$ cat config.mk
export PLATFORM = sky130hd
export DESIGN_NAME = i2cq_seq
export DESIGN_NICKNAME = d
export VERILOG_FILES = /design/src/rtl/i2cq_pkg.sv /design/src/rtl/i2cq_sync.sv /design/src/rtl/i2cq_timer.sv /design/src/rtl/i2cq_seq.sv
export SDC_FILE = /design/constraint.sdc
export NUM_CORES = 1
export LEC_CHECK = 0
export ABC_AREA = 1
export BUFFER_PORTS_ARGS = -buffer_cell sky130_fd_sc_hd__buf_2
export CAP_MARGIN = 10
export CORE_ASPECT_RATIO = 2
export CORE_MARGIN = 2
export CORE_UTILIZATION = 40
export DETAILED_ROUTE_END_ITERATION = 16
export GPL_ROUTABILITY_DRIVEN = 0
export PLACE_DENSITY_LB_ADDON = 0.25
export SYNTH_ARGS = -nofsm -noshare
export SYNTH_HDL_FRONTEND = slang
export SYNTH_SLANG_ARGS = --single-unit
export TNS_END_PERCENT = 50
$ cat constraint.sdc
create_clock -name clk -period 2.6 [get_ports clk]
set_clock_uncertainty 0.05 [all_clocks]
set_input_delay 0.52 -clock clk [delete_from_list [all_inputs] [get_ports clk]]
set_output_delay 0.52 -clock clk [all_outputs]
set_load 0.03 [all_outputs]
$ cat src/rtl/i2cq_pkg.sv
package i2cq_pkg;

  typedef enum logic [3:0] {
    ST_IDLE,
    ST_FREE_WAIT,
    ST_FREE_BUF,
    ST_START,
    ST_LO1,
    ST_LO2,
    ST_REL,
    ST_HI,
    ST_STOP_LO,
    ST_STOP_REL,
    ST_STOP_SU,
    ST_STOP_BUF,
    ST_REC_CHK,
    ST_REC_LO
  } st_e;

  localparam logic [1:0] ERR_NONE  = 2'b00;
  localparam logic [1:0] ERR_STUCK = 2'b01;
  localparam logic [1:0] ERR_INVAL = 2'b10;

  function automatic int ns2cyc(input int ns, input int per);
    return (ns + per - 1) / per;
  endfunction

  function automatic int mx(input int a, input int b);
    return (a > b) ? a : b;
  endfunction

endpackage

$ cat src/rtl/i2cq_sync.sv
module i2cq_sync #(
  parameter int W      = 2,
  parameter int STAGES = 2
) (
  input  logic         clk,
  input  logic         rst,
  input  logic [W-1:0] d_i,
  output logic [W-1:0] q_o
);
  logic [W-1:0] r_q [STAGES];

  always_ff @(posedge clk) begin
    if (rst) begin
      for (int i = 0; i < STAGES; i++) r_q[i] <= '1;
    end else begin
      r_q[0] <= d_i;
      for (int i = 1; i < STAGES; i++) r_q[i] <= r_q[i-1];
    end
  end

  assign q_o = r_q[STAGES-1];
endmodule

$ cat src/rtl/i2cq_timer.sv
module i2cq_timer #(
  parameter int W = 16
) (
  input  logic         clk,
  input  logic         rst,
  input  logic         load_i,
  input  logic [W-1:0] val_i,
  output logic         zero_o
);
  logic [W-1:0] cnt_q;

  always_ff @(posedge clk) begin
    if (rst)                cnt_q <= '0;
    else if (load_i)        cnt_q <= val_i;
    else if (cnt_q != '0)   cnt_q <= cnt_q - 1'b1;
  end

  assign zero_o = (cnt_q == '0);
endmodule

$ cat src/rtl/i2cq_seq.sv
module i2cq_seq
  import i2cq_pkg::*;
#(
  parameter int CLK_PERIOD_NS  = 4,
  parameter int STRETCH_CYC    = 25000,
  parameter int RECOVER_PULSES = 100,
  parameter int SYNC_STAGES    = 2,
  parameter int STD_HD_NS  = 4000,
  parameter int STD_SU_NS  = 4000,
  parameter int STD_LO_NS  = 4700,
  parameter int STD_HI_NS  = 4000,
  parameter int STD_BUF_NS = 4700,
  parameter int FST_HD_NS  = 600,
  parameter int FST_SU_NS  = 600,
  parameter int FST_LO_NS  = 1300,
  parameter int FST_HI_NS  = 600,
  parameter int FST_BUF_NS = 1300
) (
  input  logic       clk,
  input  logic       rst,
  input  logic       start_i,
  input  logic [6:0] addr_i,
  input  logic       rw_i,
  input  logic       ten_bit_i,
  input  logic       fast_i,
  input  logic       recover_i,
  input  logic       scl_i,
  input  logic       sda_i,
  output logic       scl_oe_o,
  output logic       sda_oe_o,
  output logic       done_o,
  output logic       ack_o,
  output logic       err_o,
  output logic [1:0] err_code_o
);
  // phase lengths in cycles, index 0 standard, 1 fast
  localparam int HD_C[2]  = '{ns2cyc(STD_HD_NS,  CLK_PERIOD_NS), ns2cyc(FST_HD_NS,  CLK_PERIOD_NS)};
  localparam int SU_C[2]  = '{ns2cyc(STD_SU_NS,  CLK_PERIOD_NS), ns2cyc(FST_SU_NS,  CLK_PERIOD_NS)};
  localparam int LO_C[2]  = '{ns2cyc(STD_LO_NS,  CLK_PERIOD_NS), ns2cyc(FST_LO_NS,  CLK_PERIOD_NS)};
  localparam int HI_C[2]  = '{ns2cyc(STD_HI_NS,  CLK_PERIOD_NS), ns2cyc(FST_HI_NS,  CLK_PERIOD_NS)};
  localparam int BUF_C[2] = '{ns2cyc(STD_BUF_NS, CLK_PERIOD_NS), ns2cyc(FST_BUF_NS, CLK_PERIOD_NS)};
  localparam int MAX_PH = mx(mx(mx(HD_C[0], HD_C[1]), mx(SU_C[0], SU_C[1])),
                             mx(mx(LO_C[0], LO_C[1]),
                                mx(mx(HI_C[0], HI_C[1]) + SYNC_STAGES, mx(BUF_C[0], BUF_C[1]))));
  localparam int CNT_W = $clog2(mx(MAX_PH, STRETCH_CYC) + 1);
  localparam int PW    = $clog2(RECOVER_PULSES + 1);

  st_e             st_q, st_n;
  logic            fast_q, rec_q, ack_smp_q;
  logic [3:0]      bit_q;
  logic [7:0]      sh_q;
  logic [PW-1:0]   pls_q;
  logic            scl_oe_q, sda_oe_q, scl_oe_n, sda_oe_n;
  logic            done_q, ack_q, err_q;
  logic [1:0]      code_q;
  logic            fin_ok, fin_stuck, fin_inval;
  logic            fsel, zero, tmr_load;
  logic [CNT_W-1:0] tmr_val;
  int              dur_i;
  logic [1:0]      lines_s;
  logic            scl_s, sda_s, free;

  i2cq_sync #(.W(2), .STAGES(SYNC_STAGES)) u_sync (
    .clk(clk), .rst(rst), .d_i({scl_i, sda_i}), .q_o(lines_s)
  );
  assign scl_s = lines_s[1];
  assign sda_s = lines_s[0];
  assign free  = scl_s & sda_s;

  i2cq_timer #(.W(CNT_W)) u_tmr (
    .clk(clk), .rst(rst), .load_i(tmr_load), .val_i(tmr_val), .zero_o(zero)
  );

  assign fsel = (st_q == ST_IDLE) ? fast_i : fast_q;

  always_comb begin
    st_n      = st_q;
    fin_ok    = 1'b0;
    fin_stuck = 1'b0;
    fin_inval = 1'b0;
    case (st_q)
      ST_IDLE: begin
        if (start_i) begin
          if (ten_bit_i) fin_inval = 1'b1;
          else           st_n = ST_FREE_WAIT;
        end else if (recover_i) begin
          st_n = ST_REC_CHK;
        end
      end
      ST_FREE_WAIT: begin
        if (free)      st_n = ST_FREE_BUF;
        else if (zero) begin st_n = ST_IDLE; fin_stuck = 1'b1; end
      end
      ST_FREE_BUF: if (zero) st_n = ST_START;
      ST_START:    if (zero) st_n = ST_LO1;
      ST_LO1:      if (zero) st_n = ST_LO2;
      ST_LO2:      if (zero) st_n = ST_REL;
      ST_REL: begin
        if (scl_s)     st_n = ST_HI;
        else if (zero) begin st_n = ST_IDLE; fin_stuck = 1'b1; end
      end
      ST_HI:       if (zero) st_n = (bit_q == 4'd8) ? ST_STOP_LO : ST_LO1;
      ST_STOP_LO:  if (zero) st_n = ST_STOP_REL;
      ST_STOP_REL: begin
        if (scl_s)     st_n = ST_STOP_SU;
        else if (zero) begin st_n = ST_IDLE; fin_stuck = 1'b1; end
      end
      ST_STOP_SU:  if (zero) st_n = ST_STOP_BUF;
      ST_STOP_BUF: if (zero) begin st_n = ST_IDLE; fin_ok = 1'b1; end
      ST_REC_CHK: begin
        if (zero) begin
          if (free) begin
            st_n = ST_IDLE; fin_ok = 1'b1;
          end else if (pls_q == PW'(RECOVER_PULSES)) begin
            st_n = ST_IDLE; fin_stuck = 1'b1;
          end else begin
            st_n = ST_REC_LO;
          end
        end
      end
      ST_REC_LO:   if (zero) st_n = ST_REC_CHK;
      default:     st_n = ST_IDLE;
    endcase

    scl_oe_n = (st_n == ST_LO1) || (st_n == ST_LO2) ||
               (st_n == ST_STOP_LO) || (st_n == ST_REC_LO);
    case (st_n)
      ST_START, ST_STOP_LO, ST_STOP_REL, ST_STOP_SU: sda_oe_n = 1'b1;
      ST_LO1, ST_REL, ST_HI:                         sda_oe_n = sda_oe_q;
      ST_LO2:  sda_oe_n = (bit_q == 4'd8) ? 1'b0 : ~sh_q[7];
      default: sda_oe_n = 1'b0;
    endcase

    case (st_n)
      ST_FREE_WAIT, ST_REL, ST_STOP_REL: dur_i = STRETCH_CYC;
      ST_FREE_BUF, ST_STOP_BUF:          dur_i = BUF_C[fsel];
      ST_START:                          dur_i = HD_C[fsel];
      ST_LO1:                            dur_i = LO_C[fsel] / 2;
      ST_LO2:                            dur_i = LO_C[fsel] - LO_C[fsel] / 2;
      ST_HI:                             dur_i = HI_C[fsel];
      ST_STOP_LO, ST_REC_LO:             dur_i = LO_C[fsel];
      ST_STOP_SU:                        dur_i = SU_C[fsel];
      ST_REC_CHK:                        dur_i = HI_C[fsel] + SYNC_STAGES;
      default:                           dur_i = 0;
    endcase
    tmr_val  = CNT_W'(dur_i);
    tmr_load = (st_n != st_q);
  end

  always_ff @(posedge clk) begin
    if (rst) begin
      st_q      <= ST_IDLE;
      scl_oe_q  <= 1'b0;
      sda_oe_q  <= 1'b0;
      done_q    <= 1'b0;
      ack_q     <= 1'b0;
      err_q     <= 1'b0;
      code_q    <= ERR_NONE;
      fast_q    <= 1'b0;
      rec_q     <= 1'b0;
      ack_smp_q <= 1'b0;
      bit_q     <= '0;
      sh_q      <= '0;
      pls_q     <= '0;
    end else begin
      st_q     <= st_n;
      scl_oe_q <= scl_oe_n;
      sda_oe_q <= sda_oe_n;
      done_q   <= fin_ok | fin_stuck | fin_inval;
      if (st_q == ST_IDLE && st_n != ST_IDLE) begin
        fast_q    <= fast_i;
        rec_q     <= (st_n == ST_REC_CHK);
        sh_q      <= {addr_i, rw_i};
        bit_q     <= '0;
        pls_q     <= '0;
        ack_smp_q <= 1'b0;
      end
      if (st_q == ST_HI && st_n == ST_LO1) begin
        bit_q <= bit_q + 1'b1;
        sh_q  <= {sh_q[6:0], 1'b0};
      end
      if (st_q == ST_REL && st_n == ST_HI && bit_q == 4'd8) ack_smp_q <= ~sda_s;
      if (st_q == ST_REC_CHK && st_n == ST_REC_LO) pls_q <= pls_q + 1'b1;
      if (fin_ok) begin
        ack_q  <= ~rec_q & ack_smp_q;
        err_q  <= 1'b0;
        code_q <= ERR_NONE;
      end else if (fin_stuck) begin
        ack_q  <= 1'b0;
        err_q  <= 1'b1;
        code_q <= ERR_STUCK;
      end else if (fin_inval) begin
        ack_q  <= 1'b0;
        err_q  <= 1'b1;
        code_q <= ERR_INVAL;
      end
    end
  end

  assign scl_oe_o   = scl_oe_q;
  assign sda_oe_o   = sda_oe_q;
  assign done_o     = done_q;
  assign ack_o      = ack_q;
  assign err_o      = err_q;
  assign err_code_o = code_q;
endmodule

# Yosys cells after proc, flatten, opt, wreduce, memory -nomap -nowiden
# Memories as Yosys holds them, arrays and structs flattened.
# Cells that the tools add are included.
# W data, S select, Z words.
[word_totals]
register_bits = 48
mem_bits_rw = 4
inputBits = 16
output_inout_bits = 7
word_cells = 156
n_memories = 1
[mem_list]
columns = ["memory", "words", "width", "rd", "rd_ports_with_merged_regs", "wr", "line", "rtl"]
rows = [
  ["u_sync.r_q", 2, 2, 2, 0, 2, "i2cq_sync.sv:10", "logic [W-1:0] r_q [STAGES];"],
]
[op_classes]
n_addsub = 6
n_lt_le_gt_ge = 1
eq_ne = 29
mux = 65
bitwise = 11
reduce_logical = 27
[ops]
columns = ["cell", "count"]
rows = [
  ["$pmux W15 S6", 1],
  ["$mux W4", 21],
  ["$mux W32", 2],
  ["$mux W15", 4],
  ["$pmux W4 S14", 1],
  ["$eq A4 B4 Y1 const B", 13],
  ["$eq A4 B3 Y1 const B", 8],
  ["$mux W1", 25],
  ["$eq A4 B2 Y1 const B", 4],
  ["$mux W8", 2],
  ["$add A15 B1 Y15", 1],
  ["$add A15 B3 Y15 const B", 1],
  ["$logic_not A15 Y1", 1],
  ["$reduce_bool A15 Y1", 1],
  ["$sub A15 B1 Y15 const B", 1],
  ["$sub A15 B15 Y15", 1],
  ["$mux W7", 2],
  ["$reduce_or A3 Y1", 4],
  ["$mux W11", 1],
  ["$mux W10", 1],
  ["$reduce_bool A2 Y1", 5],
  ["$eq A4 B1 Y1 const B", 2],
  ["$reduce_or A4 Y1", 2],
  ["$add A7 B1 Y7 const B", 1],
  ["17 further kinds", 34],
]

# Depth between registers and ports, before layout
# Gate-level depths: netlist of the first run.
[logic_depth]
depth_word = 11
depth_mapped = 21
mapped_depth_nobuf = 21

# Hierarchy
# A second synthesis of the first run with hierarchy kept.
[unflattened]
cells_unflattened = 586
hier_area_um2 = 3883.7
[by_module_without_submodules]
columns = ["mod", "instances", "cells_each", "area_per_inst_um2", "seq_area_each_um2"]
rows = [
  ["i2cq_seq", 1, 427, 2800.2, 660.6],
  ["i2cq_timer", 1, 144, 952.2, 300.3],
  ["i2cq_sync", 1, 15, 131.4, 80.1],
]

# Worst setup path before layout of the first run
# OpenSTA, ideal clock, no wires.
[synth_timing]
path_kind = "register to register"
start = "register u_tmr.cnt_q[0]"
end = "register u_tmr.cnt_q[5]"
setup_ns = 0.132
arrival_ns = 2.102
required_ns = 2.418
path_slack_ns = 0.317
stages_incl_launch_ff = 18
path_buffers = 2
period_less_slack_ns = 2.283
path_cell_list = "dfxtp_1 > inv_1 > ha_1 > nand2_2 > nor2_4 > nand2_4 > buf_6 > a21oi_1 > nand2_1 > nor2_4 > inv_1 > o22ai_2 > nor2_4 > nand2_4 > inv_4 > buf_12 > o21ai_1 > a21oi_1"
[synth_via]
elab_chain_cells = 8
word_cells_on_any_way = 38
classes_between = "1 x add/sub; 14 x eq/ne; 17 x mux; 6 x reduce/logical"
[synth_lines]
columns = ["element", "line", "rtl"]
rows = [
  ["start: declaration", "i2cq_timer.sv:10", "logic [W-1:0] cnt_q;"],
  ["start signal: assignment", "i2cq_timer.sv:14", "else if (load_i) cnt_q <= val_i;"],
  ["start signal: assignment", "i2cq_timer.sv:15", "else if (cnt_q != '0) cnt_q <= cnt_q - 1'b1;"],
  ["$logic_not A15 Y1", "i2cq_timer.sv:18", "assign zero_o = (cnt_q == '0);"],
  ["$mux W4", "n/a", ""],
  ["$mux W4, on equally long branches", "i2cq_seq.sv:105, i2cq_seq.sv:91, i2cq_seq.sv:99", ""],
  ["$pmux W4 S14", "i2cq_seq.sv:81", "case (st_q)"],
  ["$eq A4 B4 Y1 (tied with other cells)", "i2cq_seq.sv:134", "case (st_n)"],
  ["$reduce_or A4 Y1 (no line) (tied with other cells)", "n/a", ""],
  ["$pmux W15 S6", "i2cq_seq.sv:134", ""],
  ["$mux W15", "i2cq_timer.sv:14", ""],
]
# Parallel ways exist; a longest one is shown, timed or not. The select of a mux whose other input is x is not followed.
# A chain may end at the register's enable or synchronous reset.

# Final worst setup path of the first run
[layout_timing]
start = "register u_tmr.cnt_q[0]"
end = "register u_tmr.cnt_q[9]"
# The elaborated chain is that of the path after synthesis.

==> flow_summary_export.csv, run 1 <==
group,metric,value,unit
setup_path,cp_slowest_cell,"dfxtp_1",
finish,area_delta_synth_final,22.4,%
synth,synthFlopType,"dfxtp_1",
floorplan,start_util,41.5,%
pwr,ir_worst_vdd,0.695,mV
synth,synth_top_family_by_area,"simple AND/OR/NAND/NOR gates",
finish,drive_gt1_share,27.0,%
synth,ys_seq_elements,52,
global_routing,antenna_found_initial,0,
synth,synth_top_area_cell,"dfxtp_1",
timing,finalMaxSlewViolations,0,
timing,tightestPinTransition,400,ps
timing,post-route-period-util,96.2,%
timing,fin_crit,2500,ps
drt,drt.antenna.violating_nets,0,
timing,maxSlewHeadroom,73.0,%
synth,ys_seq_area_share,31.6,%
floorplan,die_h,132,µm
timing,setup_viol,0,
floorplan,std_cell_rows,46,
pwr,p_leak,0.00191,µW
global_routing,grt_pass1_vias,3320,
finish,nets,575,
synth,ys_warn_count,0,
synth,synth.distinct_cells,41,
setup_path,crit_fanout,11,
synth,synth_xor_area_share,3.19,%
clock_tree,cts_buffers,5,
finish,nFillCells,813,
floorplan,die-area,0.00904,mm²
finish,antenna_cells,0,
global_routing,track_usage,22.0,%
clock_tree,htree_levels,2,
floorplan,pin_count,23,
clock_tree,cts_tree,"built",
pwr,powerDensity,1340,mW/mm²
setup_path,worstPathCellList,"inv_2, ha_4, nand2_2, nor2_4, nand2_4, buf_4, nand2_2, nand2_2, a21oi_4, nand2_4, buf_4, o22ai_2, nor2_4, nand2_4, buf_12, nand2_1, a21oi_1",
setup_path,cp-start-kind,"flop",
floorplan,core_area,0.00794,mm²
timing,finalHoldViolCount,0,
synth,yosys.area.top_type_share,31.6,%
global_routing,grt_pass1_wl,15.2,mm
synth,synth_cells,494,
synth,synth_edf_count,0,
flow_run,cap_violations,0,
timing,rsz0062_at_grt,"yes",
synth,yosysMostFrequentCell,"nand2_1",
drt,viasPerCell,5.33,
synth,synth-adder-area-share,1.90,%
finish,final_core_util,50.9,%
synth,synth_commonest_cells,"134 x nand2_1, 52 x dfxtp_1, 51 x inv_1",
synth,synth_nets,515,
clock_tree,holdBufCountCts,0,
drt,wl_per_cell,14.8,µm
min_path,hp-class,"in -> reg",
drt,drc,0,
setup_path,crit_path_max_incr_delay,310,ps
global_routing,grt_start_max_net_pins,35,
timing,hold_slack,350,ps
drt,drt_iter0_markers,242,
floorplan,die_w,68.2,µm
setup_path,required,2780,ps
drt,vias,3472,
clock_tree,root_buffer,"clkbuf_16",
synth,syn_area_per_cell,6.68,µm²
clock_tree,cts.sinks,52,
global_routing,grt_overflow,0,
synth,synth_mux_area_share,0,%
timing,fmax,400,MHz
place,io_buffers,22,
synth,synthTopCellsByArea,"dfxtp_1 32%, nand2_1 15%, inv_1 5.8%",
synth,synth_compound_area_share,14.3,%
synth,syn_area,0.00330,mm²
clock_tree,worstSkewPairLatency,300,ps
setup_path,critPathTopFamily,"simple AND/OR/NAND/NOR gates",
setup_path,crit_type,"reg -> reg",
drt,first_pass_iters,5,
setup_path,crit_arrival,2680,ps
outcome,outcome,"complete, no violations",
setup_path,end_kind,"flop",
synth,async_flop_share,0,%
synth,synth-simple-area-share,39.2,%
clock_tree,cts_buffer_depth,2,
place,dp_hpwl,7.29,mm
drt,routed_wl,9.63,mm
setup_path,critPathBufInv,4,
clock_tree,path_clk_slew,70,ps
## power by group
group | switching [µW] | total [µW] | leakage (µW) | internal (µW)
clock network | 313 | 795 | 0.0000871 | 483
logic | 2140 | 3470 | 0.00140 | 1330
registers | 147 | 1140 | 0.000427 | 990
total | 2600 | 5400 | 0.00191 | 2800
## layout by cell type (no fill, tap or decap), types with 8 or more instances in the layout
cell type | synthesis | final
inv_2 | 8 | 10
nor2_2 | 10 | 10
nor3_1 | 8 | 8
dfxtp_1 | 52 | 47
nand2_1 | 134 | 130
nor2_4 | 7 | 10
nand2_2 | 11 | 14
a31oi_1 | 9 | 9
a21oi_1 | 31 | 29
o21ai_0 | 17 | 16
nor2_1 | 42 | 39
buf_2 | 1 | 22
buf_4 | 2 | 39
nand4_1 | 8 | 8
nand3_1 | 37 | 37
inv_1 | 51 | 48
## cell families (layout without fill, tap and decap cells)
group	Yosys count	count (layout)
flip-flops	52	52
buffers and inverters	72	133
AO/OA/AOI/OAI	79	79
adder cells (fa/ha/maj)	5	5
XOR/XNOR	12	12
AND/OR/NAND/NOR	274	274
## sequential cells by signal (all words and copies together), names as in the netlist
signal	cells
done_o	1
rec_q	1
u_sync.r_q	4
bit_q	4
sh_q	8
st_q	4
ack_smp_q	1
sda_oe_o	1
err_o	1
ack_o	1
fast_q	1
u_tmr.cnt_q	15
pls_q	7
scl_oe_o	1
err_code_o	2
## stage by stage
stage / setup TNS, ps / cells / total power (µW) / cell area, µm² / setup WS (ps)
2_1_floorplan: 0 / 494 / 3370 / 3300 / 317
3_3_place_gp: 0 / 623 / 4110 / 3620 / 101
3_5_place_dp: 0 / 623 / 4130 / 3620 / 74.9
4_1_cts: 0 / 631 / 4940 / 3800 / 51.1
5_1_grt: -616 / 651 / 5780 / 4040 / -54.6
6_report: 0 / 651 / 5400 / 4040 / 98.8
## metal layers
metal / routed length (µm) / GRT usage (%)
met1: 3290 / 21.1
met2: 5350 / 41.2
met3: 333 / 2.55
met4: 662 / 13.8
met5: 0 / 0
## worst paths after layout
check	end	slack (ps)	cells past startpoint	start
max reg2reg	u_tmr.cnt_q[9]	100	17	u_tmr.cnt_q[0]
max	u_tmr.cnt_q[9]	100	17	u_tmr.cnt_q[0]
min	u_sync.r_q[0][0]	350	2	sda_i
min reg2reg	u_sync.r_q[0][3]	370	1	u_sync.r_q[0][1]
## cell type report
type                    instances  area [µm²]  share of cell area (%)
repair inverters                1        7.51                   0.186
inverters                      61         241                    5.98
well taps                      96         120                    2.97
clock inverters                 2        38.8                   0.960
multi-input cells             370        2000                    49.6
clock buffers                   6         139                    3.44
repair buffers                 63         443                    11.0
flip-flops and latches         52        1050                    25.9
## timing repair
| action | 4_1_cts | 5_1_grt |
|---|---|---|
| buffers inserted | 0 | 19 |
| endpoints found under the setup margin | 0 | 33 |
| gates resized for setup | 0 | 28 |
Power figures use the tool's default switching activity.
==> run 2: changes to the inputs <==
Settings changed: REMOVE_ABC_BUFFERS set to 1.
==> flow_summary_export.csv, run 2 (same netlist as run 1, synthesis figures left out) <==
group,metric,value,unit
drt,drc,0,
setup_path,crit_type,"reg -> reg",
drt,vias,3322,
finish,antenna_cells,0,
place,place_inst,621,
pwr,p_leak,0.00183,µW
finish,nFillCells,842,
timing,setup_viol,0,
finish,regArea,0.00105,mm²
clock_tree,holdBufCountCts,0,
global_routing,grt_pass1_vias,3283,
setup_path,rrSetupSlack,130,ps
finish,instances_no_fill,636,
timing,fmax,404,MHz
timing,timing.final.ws_setup,126,ps
finish,top_register,"u_tmr.cnt_q",
timing,maxSlewHeadroom,67.2,%
setup_path,r2r_end,"u_tmr.cnt_q[8]",
floorplan,die_h,132,µm
min_path,whs_path_depth,2,
setup_path,cp-start-kind,"flop",
clock_tree,cts_buffers,5,
finish,nets,560,
clock_tree,htree_levels,2,
finish,reg_top3,"u_tmr.cnt_q (15), sh_q (8), pls_q (7)",
clock_tree,root_buffer,"clkbuf_16",
drt,viasPerCell,5.22,
timing,hold_slack,344,ps
pwr,powerDensity,1310,mW/mm²
timing,finalMaxSlewViolations,0,
clock_tree,worstSkewPairLatency,300,ps
global_routing,grt_pass1_wl,15.2,mm
timing,fin_crit,2470,ps
outcome,outcome,"complete, no violations",
setup_path,end_kind,"flop",
min_path,min-delay-start,"scl_i",
flow_run,cap_violations,0,
timing,rsz0062_at_grt,"yes",
finish,area_delta_synth_final,17.9,%
clock_tree,cts_tree,"built",
floorplan,std_cell_rows,46,
setup_path,crit_fanout,8,
timing,post-route-period-util,95.2,%
pwr,ir_worst_vdd,0.884,mV
floorplan,die-area,0.00904,mm²
global_routing,grt_overflow,0,
setup_path,rr_worst_depth,14,
place,dp_hpwl,7.36,mm
finish,largest_register_ffs,15,
timing,finalSetupTns,0,ps
place,io_buffers,22,
drt,drt_iter0_markers,185,
timing,tightestPinTransition,492,ps
global_routing,track_usage,22.3,%
clock_tree,cts.sinks,52,
finish,final_common_cell,"nand2_1",
timing,finalHoldViolCount,0,
drt,routed_wl,9.45,mm
global_routing,antenna_found_initial,0,
setup_path,crit_arrival,2620,ps
floorplan,start_util,41.5,%
finish,drive_gt1_share,24.4,%
floorplan,die_w,68.2,µm
place,dp_worst_setup_slack,-39.1,ps
floorplan,pin_count,23,
min_path,hp-class,"in -> reg",
clock_tree,cts_buffer_depth,2,
pwr,total_power,5090,µW
setup_path,timing.rr.start,"u_tmr.cnt_q[5]",
finish,multi_input_area,0.00203,mm²
finish,mostFrequentLayoutCells,"130 x nand2_1, 49 x inv_1, 48 x dfxtp_1, 39 x nor2_1, 37 x nand3_1",
drt,wl_per_cell,14.9,µm
global_routing,grt_start_max_net_pins,35,
drt,drt.antenna.violating_nets,0,
clock_tree,path_clk_slew,80,ps
floorplan,core_area,0.00794,mm²
min_path,holdPathEnd,"u_sync.r_q[0][1]",
setup_path,required,2740,ps
drt,first_pass_iters,6,
-- run 2: changes by cell type in the layout (fill, tap and decap cells not counted), moves of 2 or more --
cell / before / now
a21oi_1: 29 / 31
a21oi_2: 4 / 2
inv_8: 0 / 2
buf_4: 39 / 24
buf_12: 2 / 0
-- run 2: routing by layer --
| metal | GRT usage (%) | share of wire [%] | routed length (µm) | vias up |
|---|---|---|---|---|
| met3 | 3.32 | 2.8 | 267 | 34 |
| met4 | 13.4 | 5.6 | 529 | 0 |
| met5 | 0 | 0 | 0 | - |
| li1 | - | - | - | 1693 |
| met2 | 41.9 | 58 | 5510 | 77 |
| met1 | 21.0 | 33 | 3140 | 1518 |
-- run 2: worst max-delay path by stage --
stage,depth (start not counted),slack (ps),startpoint,endpoint
2_1_floorplan,16,260,u_tmr.cnt_q[0],u_tmr.cnt_q[10]
3_3_place_gp,17,10,u_tmr.cnt_q[0],u_tmr.cnt_q[1]
3_5_place_dp,14,-40,u_tmr.cnt_q[0],u_tmr.cnt_q[6]
4_1_cts,15,6,u_tmr.cnt_q[0],u_tmr.cnt_q[6]
5_1_grt,16,-20,u_tmr.cnt_q[1],sh_q[3]
6_report,14,130,u_tmr.cnt_q[5],u_tmr.cnt_q[8]
-- run 2: cell type report --
type | instances | share of cell area (%)
Clock buffer | 5 | 3.22
Clock inverter | 3 | 0.708
Inverter | 61 | 6.27
Multi-Input combinational cell | 372 | 52.1
Sequential cell | 52 | 26.9
Tap cell | 96 | 3.09
Timing Repair Buffer | 47 | 7.75
-- run 2: critical path, stage by stage (launching register included) --
cell and delay, ps:
dfxtp_1 360, nor2_2 190, nand2_2 100, nor2_4 200, nand2_4 110, nand2_2 110
nand2_1 70, nor2_2 120, nand3_4 160, xor2_1 180, a21oi_2 180, nand2_4 150
buf_4 200, nand2_1 100, a21oi_1 70
-- run 2: where the power goes --
group          total (µW)  switching [µW]  leakage (µW)  internal, µW
clock network         708             341     0.0000719           366
logic                3240            2120       0.00133          1120
registers            1140             148      0.000427           990
total                5090            2600       0.00183          2480
-- run 2: repair_timing --
action / CTS / global route
pin swaps: 0 / 9
buffers inserted: 0 / 5
gates resized for setup: 3 / 28
endpoints found under the setup margin: 10 / 33
cloned: 0 / 2
-- run 2: metrics by stage --
step,utilization [%],area (µm²)
after floorplan,-,3210
after CTS,47.3,3760
final,49.0,3890
after global placement,45.2,3590
after global routing,49.0,3890
after detailed placement,45.2,3590
==> run 3: changes to the inputs <==
Settings changed: ABC_AREA 1 to not set.
==> flow_summary_export.csv, run 3 <==
group,metric,value,unit
drt,viasPerCell,5.83,
floorplan,die-area,0.00966,mm²
synth,synth_top_area_cell,"dfxtp_1",
setup_path,cp-start-kind,"flop",
floorplan,pin_count,23,
clock_tree,cts_buffers,5,
drt,vias,3985,
setup_path,crit_type,"reg -> reg",
floorplan,std_cell_rows,48,
synth,ys_seq_area_share,29.4,%
finish,final_cell_area,0.00536,mm²
finish,nets,604,
drt,drc,0,
floorplan,core_area,0.00859,mm²
flow_run,cap_violations,0,
clock_tree,cts_tree,"built",
setup_path,crit_arrival,3050,ps
synth,ys_warn_count,0,
finish,antenna_cells,0,
global_routing,grt_start_max_net_pins,40,
setup_path,end_kind,"flop",
timing,post-route-period-util,110,%
timing,finalHoldViolCount,0,
finish,mostFrequentLayoutCells,"132 x buf_4, 46 x dfxtp_1, 45 x nand2_1, 30 x nor2_1, 22 x buf_2",
clock_tree,cts_buffer_depth,2,
synth,async_flop_share,0,%
setup_path,timing.rr.start,"u_tmr.cnt_q[14]",
finish,top_register,"u_tmr.cnt_q",
finish,area_delta_synth_final,51.6,%
clock_tree,cts.sinks,52,
finish,reg_top3,"u_tmr.cnt_q (15), sh_q (8), pls_q (7)",
timing,setup_viol,38,
synth,synthFlopType,"dfxtp_1",
synth,synth.distinct_cells,86,
setup_path,rr_worst_depth,8,
global_routing,grt_pass1_wl,19.4,mm
synth,ys_seq_elements,52,
min_path,holdPathEnd,"u_sync.r_q[0][0]",
synth,syn_area,0.00354,mm²
synth,synthTopCellsByArea,"dfxtp_1 29%, nand2_1 5.1%, nor2_1 3.8%",
clock_tree,root_buffer,"clkbuf_16",
drt,wl_per_cell,18.8,µm
finish,drive_gt1_share,46.7,%
pwr,ir_worst_vdd,0.714,mV
timing,timing.final.ws_setup,-267,ps
timing,rsz0062_at_grt,"yes",
drt,drt_iter0_markers,164,
timing,maxSlewHeadroom,52.2,%
setup_path,r2r_end,"bit_q[3]",
place,dp_hpwl,9.16,mm
global_routing,antenna_found_initial,0,
outcome,violations,"negative setup slack",
floorplan,die_w,70.5,µm
global_routing,track_usage,26.1,%
setup_path,rrSetupSlack,-270,ps
finish,final_common_cell,"buf_4",
global_routing,grt_pass1_vias,3994,
finish,largest_register_ffs,15,
pwr,p_leak,0.00223,µW
drt,first_pass_iters,4,
synth,syn_area_per_cell,8.15,µm²
min_path,hp-class,"in -> reg",
setup_path,crit_fanout,6,
clock_tree,worstSkewPairLatency,310,ps
synth,yosys.area.top_type_share,29.4,%
clock_tree,holdBufCountCts,0,
synth,synth_edf_count,0,
setup_path,required,2780,ps
synth,synth_commonest_cells,"52 x dfxtp_1, 48 x nand2_1, 36 x nor2_1",
place,io_buffers,22,
clock_tree,path_clk_slew,80,ps
pwr,total_power,8650,µW
drt,drt.antenna.violating_nets,0,
global_routing,grt_overflow,0,
place,dpl_cell_area,0.00458,mm²
min_path,min-delay-start,"sda_i",
timing,finalSetupTns,-4880,ps
pwr,powerDensity,1610,mW/mm²
timing,fmax,349,MHz
floorplan,die_h,137,µm
outcome,outcome,"finished with violations",
synth,synth_cells,434,
min_path,whs_path_depth,2,
floorplan,start_util,41.2,%
drt,routed_wl,12.8,mm
timing,tightestPinTransition,708,ps
synth,yosysMostFrequentCell,"dfxtp_1",
timing,finalMaxSlewViolations,0,
timing,fin_crit,2870,ps
clock_tree,htree_levels,2,
[run 3: changes by cell type after synthesis, sizes merged, moves of 9 or more]
cell / delta
a21oi: -9
buf: +13
nand3: -16
nand2: -99
mux2i: +9
o21ai: -9
nor2: -22
inv: -48
a311oi: +10
nand2b: +9
a211oi: +12
[run 3: worst max-delay path by stage]
| stage | startpoint | endpoint | slack [ps] | cells after the start |
|---|---|---|---|---|
| 4_1_cts | u_tmr.cnt_q[1] | sh_q[4] | -200 | 10 |
| 5_1_grt | u_tmr.cnt_q[0] | sh_q[5] | -320 | 11 |
| 2_1_floorplan | u_tmr.cnt_q[0] | bit_q[3] | -810 | 10 |
| 6_report | u_tmr.cnt_q[14] | bit_q[3] | -270 | 8 |
| 3_3_place_gp | u_tmr.cnt_q[0] | u_tmr.cnt_q[3] | -390 | 12 |
| 3_5_place_dp | u_tmr.cnt_q[0] | bit_q[3] | -480 | 10 |
[run 3: layer usage]
metal	part of all wire (%)	track usage (%)
met5	0	0
met2	56	51.0
met1	33	23.3
met3	3.2	4.12
met4	7.5	19.0
[run 3: what timing repair did]
action	4_1_cts	5_1_grt
resized for setup	40	58
pin swaps	22	28
endpoints found under the setup margin	39	39
gates cloned	1	0
endpoints found under the hold margin	0	0
setup buffers	11	9
[run 3: cells by family (layout without fill, tap and decap cells)]
logic type      after synthesis  in the layout  share of synthesized area (%)
simple gates                184            184                           28.1
mux                          10             10                           2.97
xor+xnor                     13             13                           3.22
buf+inv                      43            193                           6.58
fa+ha+maj                     5              5                           1.77
compound gates              127            127                           28.0
flops                        52             52                           29.4
[run 3: critical path: stages, from the launching register on]
cell	delay [ps]
dfxtp_1	320
nor4_2	370
and4_4	370
mux2i_4	280
and3_4	260
o2111ai_4	150
or3_4	420
or4_4	500
o221ai_2	70
[run 3: power by group]
| part | internal [µW] | total, µW | leakage (µW) | switching [µW] |
|---|---|---|---|---|
| Clock | 365 | 706 | 0.0000708 | 341 |
| Combinational | 3260 | 6750 | 0.00173 | 3480 |
| Sequential | 1010 | 1200 | 0.000427 | 185 |
[run 3: cell type report]
cell class / count / area (µm²)
Timing Repair Buffer: 173 / 1360
Clock inverter: 3 / 25.0
Inverter: 12 / 45.0
Clock buffer: 5 / 125
Fill cell: 720 / 3230
Tap cell: 100 / 125
Sequential cell: 52 / 1050
Multi-Input combinational cell: 339 / 2630
[run 3: metrics by stage]
step | util [%] | instances | hold WS, ps | setup slack (ps)
after floorplan | - | 403 | 339 | -812
after global placement | 53.3 | 656 | 345 | -390
after detailed placement | 53.3 | 656 | 351 | -483
after CTS | 58.5 | 675 | 342 | -203
after global routing | 62.4 | 684 | 348 | -323
final | 62.4 | 684 | 345 | -267
